### config.mk
export PLATFORM = sky130hd
export DESIGN_NAME = sc_irq_dma_unit
export DESIGN_NICKNAME = d
export VERILOG_FILES = /design/src/rtl/sc_irq_pkg.sv /design/src/rtl/sc_flag_bank.sv /design/src/rtl/sc_ctrl_reg.sv /design/src/rtl/sc_req_gen.sv /design/src/rtl/sc_irq_dma_unit.sv
export SDC_FILE = /design/constraint.sdc
export NUM_CORES = 1
export LEC_CHECK = 0
export BUFFER_PORTS_ARGS = -buffer_cell sky130_fd_sc_hd__buf_2
export CORE_MARGIN = 3
export CORE_UTILIZATION = 42
export CTS_CLUSTER_SIZE = 12
export DETAILED_ROUTE_END_ITERATION = 10
export GPL_ROUTABILITY_DRIVEN = 1
export MAX_ROUTING_LAYER = met4
export PLACE_DENSITY_LB_ADDON = 0.08
export SETUP_SLACK_MARGIN = 0.15
export SLEW_MARGIN = 40
export SYNTH_ARGS = -nofsm -noshare
export SYNTH_HDL_FRONTEND = slang
export SYNTH_SLANG_ARGS = --single-unit
### constraint.sdc
create_clock -name clk -period 2.16 [get_ports clk]
set_input_delay 0.108 -clock clk [delete_from_list [all_inputs] [get_ports clk]]
set_output_delay 0.108 -clock clk [all_outputs]
set_load 0.005 [all_outputs]
### src/rtl/sc_irq_pkg.sv
// Package: shared bit positions and widths for the smart card interrupt unit.
// Assumes the status and control layouts below are fixed by the software view.
package sc_irq_pkg;

    localparam int NUM_FLAGS = 7;
    localparam int NUM_CTRL  = 5;

    // status flag bit positions
    localparam int F_TX_EMPTY = 0;
    localparam int F_TX_DONE  = 1;
    localparam int F_RX_FULL  = 2;
    localparam int F_CARD_ERR = 3;
    localparam int F_OVERRUN  = 4;
    localparam int F_PARITY   = 5;
    localparam int F_WAIT_TO  = 6;

    // control bit positions
    localparam int C_TXE_EN  = 0;
    localparam int C_RX_EN   = 1;
    localparam int C_TXD_EN  = 2;
    localparam int C_WAIT_EN = 3;
    localparam int C_CPU_OFF = 4;

    // register addresses
    localparam int ADDR_STATUS = 0;
    localparam int ADDR_CTRL   = 1;

    // reset value of the status flags: transmitter idle and empty
    localparam logic [NUM_FLAGS-1:0] FLAG_RST = 7'b000_0011;

    typedef struct packed {
        logic tx_empty;
        logic rx_full;
        logic err;
        logic tx_done;
        logic dma;
    } req_t;

endpackage

### src/rtl/sc_flag_bank.sv
// Module: sc_flag_bank
// Holds N sticky status flags. Each bit is set by a pulse and cleared by a
// clear request; set has priority over clear. Reset value per bit from RST.
// Assumes set and clr are synchronous single-cycle qualifiers.
module sc_flag_bank #(
    parameter int N = 7,
    parameter logic [N-1:0] RST = '0
) (
    input  logic         clk,
    input  logic         rst_n,
    input  logic [N-1:0] set,
    input  logic [N-1:0] clr,
    output logic [N-1:0] q
);

    for (genvar i = 0; i < N; i++) begin : g_bit
        // one flag: reset value, set wins over clear
        always_ff @(posedge clk) begin
            if (!rst_n) begin
                q[i] <= RST[i];
            end else if (set[i]) begin
                q[i] <= 1'b1;
            end else if (clr[i]) begin
                q[i] <= 1'b0;
            end
        end
    end

endmodule

### src/rtl/sc_ctrl_reg.sv
// Module: sc_ctrl_reg
// Plain read/write register of W enable bits, loaded when we is high.
// Assumes the caller has already decoded the address.
module sc_ctrl_reg #(
    parameter int W = 5
) (
    input  logic         clk,
    input  logic         rst_n,
    input  logic         we,
    input  logic [W-1:0] d,
    output logic [W-1:0] q
);

    // load enables on write, clear on reset
    always_ff @(posedge clk) begin
        if (!rst_n) begin
            q <= '0;
        end else if (we) begin
            q <= d;
        end
    end

endmodule

### src/rtl/sc_req_gen.sv
// Module: sc_req_gen
// Combines the flags with the enables into four interrupt lines and the
// transmit DMA request, and registers them all.
// Assumes flags and ctrl come from registers, so each output lags by one cycle.
module sc_req_gen
    import sc_irq_pkg::*;
(
    input  logic                 clk,
    input  logic                 rst_n,
    input  logic [NUM_FLAGS-1:0] flags,
    input  logic [NUM_CTRL-1:0]  ctrl,
    input  logic                 retx_active,
    output req_t                 req
);

    req_t nxt;
    logic rx_side_err;

    // next request levels from the current flags and enables
    always_comb begin
        rx_side_err  = flags[F_CARD_ERR] | flags[F_OVERRUN] | flags[F_PARITY];
        nxt.tx_empty = flags[F_TX_EMPTY] & ctrl[C_TXE_EN];
        nxt.tx_done  = flags[F_TX_DONE]  & ctrl[C_TXD_EN];
        nxt.rx_full  = flags[F_RX_FULL]  & ctrl[C_RX_EN] & ~ctrl[C_CPU_OFF];
        nxt.err      = (rx_side_err & ctrl[C_RX_EN])
                     | (flags[F_WAIT_TO] & ctrl[C_WAIT_EN]);
        nxt.dma      = flags[F_TX_EMPTY] & ~retx_active;
    end

    // register all request outputs
    always_ff @(posedge clk) begin
        if (!rst_n) begin
            req <= '0;
        end else begin
            req <= nxt;
        end
    end

endmodule

### src/rtl/sc_irq_dma_unit.sv
// Module: sc_irq_dma_unit (top)
// Status flags, enable register, register port and request generation for a
// smart card serial interface. Status is write-one-to-clear at address 0,
// enables are read/write at address 1, read data is registered.
// Assumes DATA_W >= NUM_FLAGS and ADDR_W >= 1.
module sc_irq_dma_unit
    import sc_irq_pkg::*;
#(
    parameter int ADDR_W = 2,
    parameter int DATA_W = 8
) (
    input  logic                 clk,
    input  logic                 rst_n,
    input  logic [NUM_FLAGS-1:0] flag_set,
    input  logic                 tdr_wr,
    input  logic                 retx_active,
    input  logic                 wr_en,
    input  logic [ADDR_W-1:0]    wr_addr,
    input  logic [DATA_W-1:0]    wr_data,
    input  logic [ADDR_W-1:0]    rd_addr,
    output logic [DATA_W-1:0]    rd_data,
    output logic                 irq_tx_empty,
    output logic                 irq_rx_full,
    output logic                 irq_err,
    output logic                 irq_tx_done,
    output logic                 dma_tx_req
);

    localparam logic [ADDR_W-1:0] A_STAT = ADDR_W'(ADDR_STATUS);
    localparam logic [ADDR_W-1:0] A_CTRL = ADDR_W'(ADDR_CTRL);

    logic [NUM_FLAGS-1:0] flags_q;
    logic [NUM_FLAGS-1:0] flag_clr;
    logic [NUM_CTRL-1:0]  ctrl_q;
    logic                 wr_stat;
    logic                 wr_ctrl;
    logic [DATA_W-1:0]    rd_next;
    req_t                 req;

    // address decode of the write strobe
    always_comb begin
        wr_stat = wr_en && (wr_addr == A_STAT);
        wr_ctrl = wr_en && (wr_addr == A_CTRL);
    end

    // clear requests: software ones at the status address, data write on tx_empty
    always_comb begin
        flag_clr = wr_stat ? wr_data[NUM_FLAGS-1:0] : '0;
        flag_clr[F_TX_EMPTY] = flag_clr[F_TX_EMPTY] | tdr_wr;
    end

    sc_flag_bank #(
        .N   (NUM_FLAGS),
        .RST (FLAG_RST)
    ) u_flags (
        .clk   (clk),
        .rst_n (rst_n),
        .set   (flag_set),
        .clr   (flag_clr),
        .q     (flags_q)
    );

    sc_ctrl_reg #(
        .W (NUM_CTRL)
    ) u_ctrl (
        .clk   (clk),
        .rst_n (rst_n),
        .we    (wr_ctrl),
        .d     (wr_data[NUM_CTRL-1:0]),
        .q     (ctrl_q)
    );

    sc_req_gen u_req (
        .clk         (clk),
        .rst_n       (rst_n),
        .flags       (flags_q),
        .ctrl        (ctrl_q),
        .retx_active (retx_active),
        .req         (req)
    );

    // read multiplexer, zero-extended, unmapped addresses read zero
    always_comb begin
        rd_next = '0;
        if (rd_addr == A_STAT) begin
            rd_next[NUM_FLAGS-1:0] = flags_q;
        end else if (rd_addr == A_CTRL) begin
            rd_next[NUM_CTRL-1:0] = ctrl_q;
        end
    end

    // registered read data
    always_ff @(posedge clk) begin
        if (!rst_n) begin
            rd_data <= '0;
        end else begin
            rd_data <= rd_next;
        end
    end

    // drive the request ports from the registered request bundle
    always_comb begin
        irq_tx_empty = req.tx_empty;
        irq_rx_full  = req.rx_full;
        irq_err      = req.err;
        irq_tx_done  = req.tx_done;
        dma_tx_req   = req.dma;
    end

endmodule

Word level (Yosys, flattened, before mapping)
Index checks and enable logic that the tools add are counted.
{"block": "op_classes", "n_reduce_logical": 12, "muxes": 13, "bitwise": 14, "eq_ne": 2}
{"cell": "$mux W1", "count": 10}
{"cell": "$mux W5", "count": 2}
{"cell": "$reduce_bool A2 Y1", "count": 5}
{"cell": "$and A1 B1 Y1", "count": 7}
{"cell": "$mux W7", "count": 1}
{"cell": "$eq A2 B1 Y1 const B", "count": 2}
{"cell": "$logic_not A2 Y1", "count": 2}
{"cell": "$or A1 B1 Y1", "count": 4}
{"cell": "$reduce_or A2 Y1", "count": 2}
{"cell": "$not A1 Y1", "count": 3}
{"cell": "$logic_and A1 B1 Y1", "count": 2}
{"cell": "$reduce_and A2 Y1", "count": 1}
{"block": "totals", "ff_bits": 25, "output_inout_bits": 13, "elab_cells": 57, "in_bits": 24}

Depth between registers and ports, before layout
Gate-level depths: netlist of the first run.
{"block": "logic_depth", "depth_word": 5, "mapped_depth": 3, "mapped_depth_nobuf": 2}

Hierarchy
From an unflattened synthesis of the first run, not the netlist that was laid out.
{"block": "unflattened", "hier_cells": 82, "area_unflattened_um2": 908.4}
{"module": "sc_irq_dma_unit", "area_per_inst_um2": 331.6, "n_inst": 1, "seq_area_each_um2": 140.1, "cells_per_inst": 32}
{"module": "sc_flag_bank", "area_per_inst_um2": 236.5, "n_inst": 1, "seq_area_each_um2": 140.1, "cells_per_inst": 21}
{"module": "sc_ctrl_reg", "area_per_inst_um2": 192.7, "n_inst": 1, "seq_area_each_um2": 100.1, "cells_per_inst": 16}
{"module": "sc_req_gen", "area_per_inst_um2": 147.6, "n_inst": 1, "seq_area_each_um2": 100.1, "cells_per_inst": 13}

Worst setup path after synthesis of the first run
No wires, ideal clock.
{"block": "synth_path", "path_kind": "reg-to-reg", "from": "register u_flags.q[0] (netlist name)", "to": "register u_flags.q[0]", "setup_ns": 0.106, "period_less_slack_ns": 0.737, "path_stages_with_launch": 3, "setup_slack_ns": 1.423, "arrival_time_ns": 0.631, "path_cell_list": "dfxtp_1 -> inv_1 -> o311ai_0"}
{"element": "to (signal, indexed assignment)", "line": "sc_flag_bank.sv:20", "source": "q[i] <= RST[i];"}
{"element": "to (decl)", "line": "sc_flag_bank.sv:13", "source": "output logic [N-1:0] q"}

==> results.toml, run 1 <==
[run_status]
status = "finished clean"

[sta]
post-route-period-util = 0.400
finalHoldViolCount = 0
fin_skew_ns = 0.0128
min_period_ns = 0.864
fin_setup_tns_ns = 0
setup_viol = 0
maxSlewViolCount = 0
setup_slack_ns = 1.30
fmax_mhz = 1160
rsz0062_at_grt = "false"

[grt]
grt-ovfl-total = 0
antenna_found_initial = 0
grt_pass1_wl_mm = 3.06
grt_max_degree = 25
grt.total_usage = 0.155
first_global_vias = 682

[route]
drt_wl_total_mm = 1.76
wire_per_inst_um = 11.6
drcViolationCount = 0
drt_iter0_drc = 11
ant_nets = 0
routed_via_density = 4.89
drt_first_pass_iters = 4
vias = 743

[place]
dpl-instance-area_sq_mm = 0.00105
dp_hpwl_mm = 1.32
pre_cts_ws_ns = 1.10
port_buffers = 34
place_congestion = 0.718

[cts]
worstSkewPairLatency_ns = 0.30
cts_tree = "yes"
clock_path_buffers = 2
ctsRootBufferMaster = "clkbuf_4"
clk_pin_slew_ns = 0.13
cts_max_level = 1
cts_sinks = 24
cts_buffers = 3
post_cts_resized = 0

[pwr]
p_leak_nw = 0.558
power_density_mw_per_mm2 = 653
power.total_w = 0.000734
ir_worst_vdd_uv = 362

[setup_path]
timing.rr.start = "u_flags.q[0]$_SDFFE_PP1P_"
arrival_ns = 1.05
path_max_fanout = 4
critPathKind = "flop to flop"
crit_required_ns = 2.34
endpoint = "u_flags.q[0]$_SDFFE_PP1P_"
startpoint = "u_flags.q[0]$_SDFFE_PP1P_"
reg2reg_to = "u_flags.q[0]$_SDFFE_PP1P_"
r2r_cells = 2
cp-start-kind = "flop"
r2r_slack_ns = 1.30
end_kind = "flop"

[logic_synthesis]
synth_edf_count = 0
yosysSeqAreaShare = 0.548
ys_types = 21
synthTopCellsByArea = "dfxtp_1 (55%), mux2i_1 (11%), nand2_1 (4.7%), a31oi_1 (3.6%), o21ai_0 (3.4%)"
synthMuxAreaShare = 0.114
ys_warn_count = 0
ys.flop_type = "dfxtp_1"
synth_seq_cells = 24
async_reset_ff_frac = 0
synth-xor-area-share = 0
netlist.top_cell.by_area = "dfxtp_1"
synthSimpleGateAreaFrac = 0.178
syn_nets = 114
netlist_area_sq_um = 877
synth_top_family_by_area = "simple AND/OR/NAND/NOR gates"
synth_fa_ha_area_frac = 0
synth_compound_area_frac = 0.0899
synth_top_area_frac = 0.548
synthCells = 90
syn_area_per_cell_sq_um = 9.75

[finish]
ff_latch_area_sq_um = 480
num_antenna_cells = 0
utilization = 0.611
finalInstanceArea_sq_mm = 0.00112
layout-drive-gt1-share = 0.299
multi_input_area_sq_um = 339
area_delta_synth_final_pct = 28.1
final_nets = 153
n_fill_cell = 187

[floorplan]
dieHeight_um = 51.7
rows = 15
die-area_sq_mm = 0.00267
io_pins = 37
initial_core_util = 0.477
fp.coreArea_sq_mm = 0.00184
die_w_um = 51.7

[worst_hold_path]
min_path_type = "primary input to flop"

[run]
cap_violations = 0
synthesized netlist by cell type, types with 2 or more instances:
master   count
o21ai_0      6
dfxtp_1     24
and3_1       2
nor3b_1      3
inv_1        8
a31oi_1      5
buf_2        4
nand2_1     11
mux2i_1     10
nor2_1       6
worst min-delay path by stage:
stage	start	end	slack, ns	depth (start not counted)
final	wr_data[4]	u_flags.q[4]$_SDFFE_PN0P_	0.007	2
after global routing	wr_data[4]	u_flags.q[4]$_SDFFE_PN0P_	0.02	2
after CTS	wr_data[2]	u_flags.q[2]$_SDFFE_PN0P_	0.003	2
after detailed placement	retx_active	u_req.req[0]$_SDFF_PN0_	0.27	2
after global placement	retx_active	u_req.req[0]$_SDFF_PN0_	0.26	2
after floorplan	retx_active	u_req.req[0]$_SDFF_PN0_	0.18	1
where the power goes:
| group | total [W] | internal (W) | switching, W |
|---|---|---|---|
| logic | 0.0000814 | 0.0000432 | 0.0000382 |
| registers | 0.000470 | 0.000461 | 0.00000983 |
| clock network | 0.000182 | 0.0000648 | 0.000117 |
per-layer routing:
layer  vias up  track usage  wire (um)
met1       339        0.189        742
li1        380            -          -
met5         -            -          0
met3         2       0.0287         98
met4         0       0.0393          6
met2        22        0.265        912
stage by stage:
step,hold WS (ns),cells
2_1_floorplan,0.180,90
3_3_place_gp,0.264,144
4_1_cts,0.00333,151
6_report,0.00697,152
3_5_place_dp,0.265,144
5_1_grt,0.0211,152
cell usage in the layout (no fill, tap or decap):
cell	count
nand2_1	11
mux2i_1	10
dfxtp_1	24
nor2_1	6
o311ai_0	1
nor3b_1	3
and3b_1	1
nand2b_1	1
nand3_1	1
nor3b_2	1
conb_1	1
nor4bb_1	1
and3_1	2
buf_2	34
and4b_1	1
a31oi_1	5
dlygate4sd3_1	5
a41oi_1	1
clkbuf_4	3
nor3_1	1
inv_1	8
o21ai_0	6
what timing repair did:
item	4_1_cts	5_1_grt
hold buffers	4	1
endpoints found under the hold margin	4	1
setup buffers	0	0
layout make-up:
| class | count | share of cell area |
|---|---|---|
| clock buffer | 3 | 0.0200 |
| inverter | 8 | 0.0267 |
| multi-input combinational | 53 | 0.302 |
| tap | 25 | 0.0278 |
| timing repair buffer | 39 | 0.196 |
| sequential | 24 | 0.428 |
critical path, stage by stage, from the launching register on:
cell,delay [ns]
dfxtp_1,0.39
inv_1,0.05
o311ai_0,0.32
state kept, by name, summed over array words and instances (netlist names):
signal / flops
u_flags.q: 7
u_ctrl.q: 5
u_req.req: 5
rd_data: 7
kinds of logic after synthesis:
family / after synthesis
buffers and inverters: 13
and+or+nand+nor: 29
AOI/OAI and AO/OA: 13
muxes: 10
other: 1
DFF: 24
Note: power is estimated with default switching activity, not from simulation.
==> run 2: changes to the inputs <==
clock period = 0.8 ns   (was 2.16 ns; I/O delays follow)
==> results.toml, run 2 (same netlist as run 1, synthesis figures left out) <==
[run_status]
status = "finished with violations"
failed_checks = "hold timing"

[worst_hold_path]
whs_endpoint = "u_flags.q[0]$_SDFFE_PP1P_"
worstHoldPathCells = 2
min_path_type = "primary input to flop"
hp-start = "tdr_wr"

[setup_path]
r2r_slack_ns = 0.05
slowest_stage = "dfxtp_1"
timing.rr.start = "u_flags.q[0]$_SDFFE_PP1P_"
r2r_cells = 2
reg2reg_to = "u_flags.q[0]$_SDFFE_PP1P_"
critPathBufInv = 1
end_kind = "primary output"
critPathKind = "flop to primary output"
path_cells = "buf_2"
slowest_delay_ns = 0.31
arrival_ns = 0.73
startpoint = "u_req.req[2]$_SDFF_PN0_"
worst_path_dominant_cell_family = "flip-flops"
cp-start-kind = "flop"
crit_required_ns = 0.76
path_max_fanout = 1

[grt]
met2_usage = 0.301
grt_pass1_wl_mm = 3.29
grt-ovfl-total = 0
grtUsageMet1 = 0.191
top_usage_layer = "met2"
grt.total_usage = 0.168
first_global_vias = 811
grt_max_degree = 13
antenna_found_initial = 0
use_met3 = 0.0287

[floorplan]
fp.coreArea_sq_mm = 0.00184
initial_core_util = 0.477
die-area_sq_mm = 0.00267
rows = 15
io_pins = 37
die_w_um = 51.7
dieHeight_um = 51.7

[cts]
holdBufCountCts = 14
ctsRootBufferMaster = "clkbuf_4"
clk_pin_slew_ns = 0.12
worstSkewPairLatency_ns = 0.30
cts_tree = "yes"
cts_sinks = 24
cts_buffers = 3
cts_max_level = 1
clock_path_buffers = 2

[route]
vias = 804
ant_nets = 0
routed_via_density = 4.87
drt_first_pass_iters = 4
wire_per_inst_um = 11.9
drcViolationCount = 0
drt_wl_total_mm = 1.97
drt_iter0_drc = 6

[finish]
n_fill_cell = 157
num_antenna_cells = 0
final_nets = 166
final_common_cell = "buf_2"
area_delta_synth_final_pct = 49.6
layout-drive-gt1-share = 0.479
reg_top3 = "rd_data: 7 flops, u_flags.q: 7 flops"
utilization = 0.714
layout_common_cells = "buf_2 (34), dlygate4sd3_1 (12), dfxtp_1 (12)"

[sta]
fin_skew_ns = 0.00703
rsz0062_at_grt = "true"
setup_viol = 0
maxSlewViolCount = 0
post-route-period-util = 0.957
min_period_ns = 0.765
timing.hold.ws_ns = -0.0216
finalHoldViolCount = 2
fmax_mhz = 1310

[pwr]
ir_worst_vdd_uv = 1230
p_leak_nw = 0.639
power_density_mw_per_mm2 = 1570
power_frac_comb = 0.144
power.internal_w = 0.00159
p_switching_w = 0.000474
switching_share = 0.229
power_frac_clock = 0.236
seq_power_share = 0.620
power.total_w = 0.00207

[place]
dp_hpwl_mm = 1.34
port_buffers = 34
place_congestion = 0.754

[run]
cap_violations = 0
==> run 2: power by group through the flow <==
stage | Clock, W | Combinational (W) | Sequential [W]
after floorplan | 0 | 0.000112 | 0.00129
after global placement | 0 | 0.000212 | 0.00130
after detailed placement | 0 | 0.000218 | 0.00130
after CTS | 0.000505 | 0.000279 | 0.00128
after global routing | 0.000543 | 0.000331 | 0.00129
final | 0.000488 | 0.000298 | 0.00128
==> run 2: worst max path at each step <==
stage                                 to  slack [ns]  depth (start not counted)
2_1_floorplan  u_flags.q[0]$_SDFFE_PP1P_        0.13                          2
3_3_place_gp    u_ctrl.q[3]$_SDFFE_PN0P_      -0.004                          3
3_5_place_dp    u_ctrl.q[0]$_SDFFE_PN0P_       -0.03                          3
4_1_cts                       rd_data[1]        0.02                          1
5_1_grt        u_flags.q[0]$_SDFFE_PP1P_      -0.005                          2
6_report                         irq_err        0.03                          1
==> run 2: area by class of cell <==
| type | instances | area [sq um] | area share |
|---|---|---|---|
| multi-input combinational | 53 | 387 | 0.295 |
| inverter | 8 | 30.0 | 0.0229 |
| tap | 25 | 31.3 | 0.0238 |
| clock buffer | 3 | 22.5 | 0.0172 |
| sequential | 24 | 498 | 0.379 |
| timing repair buffer | 52 | 344 | 0.262 |
==> run 2: worst reg2reg max path: cells and delay by family, from the launching register on <==
family                 cells  cell delay, ns
DFF                        1            0.36
buffers and inverters      1            0.05
AOI/OAI and AO/OA          1            0.25
==> run 2: what timing repair did <==
item                                    in CTS  in global routing
endpoints found under the setup margin      20                 31
buffers inserted                             1                  0
hold endpoints to repair                    12                  1
cloned                                       0                  0
gates resized for setup                     11                 19
pin swaps                                    1                  7
==> run 2: through the flow <==
| stage | TNS, ns | instances | setup slack, ns | hold slack [ns] | cell area (sq um) |
|---|---|---|---|---|---|
| 4_1_cts | 0 | 166 | 0.0172 | -0.0459 | 1270 |
| 3_3_place_gp | -0.0159 | 148 | -0.00380 | 0.196 | 1090 |
| 5_1_grt | -0.00665 | 165 | -0.00536 | -0.0199 | 1310 |
| 2_1_floorplan | 0 | 90 | 0.130 | 0.112 | 883 |
| 6_report | 0 | 165 | 0.0346 | -0.0216 | 1310 |
| 3_5_place_dp | -0.139 | 148 | -0.0321 | 0.199 | 1090 |
==> run 2: per-layer routing <==
metal | wire (um) | part of all wire
met1 | 808 | 0.41
met2 | 1020 | 0.52
met3 | 117 | 0.060
met4 | 14 | 0.0071
met5 | 0 | 0
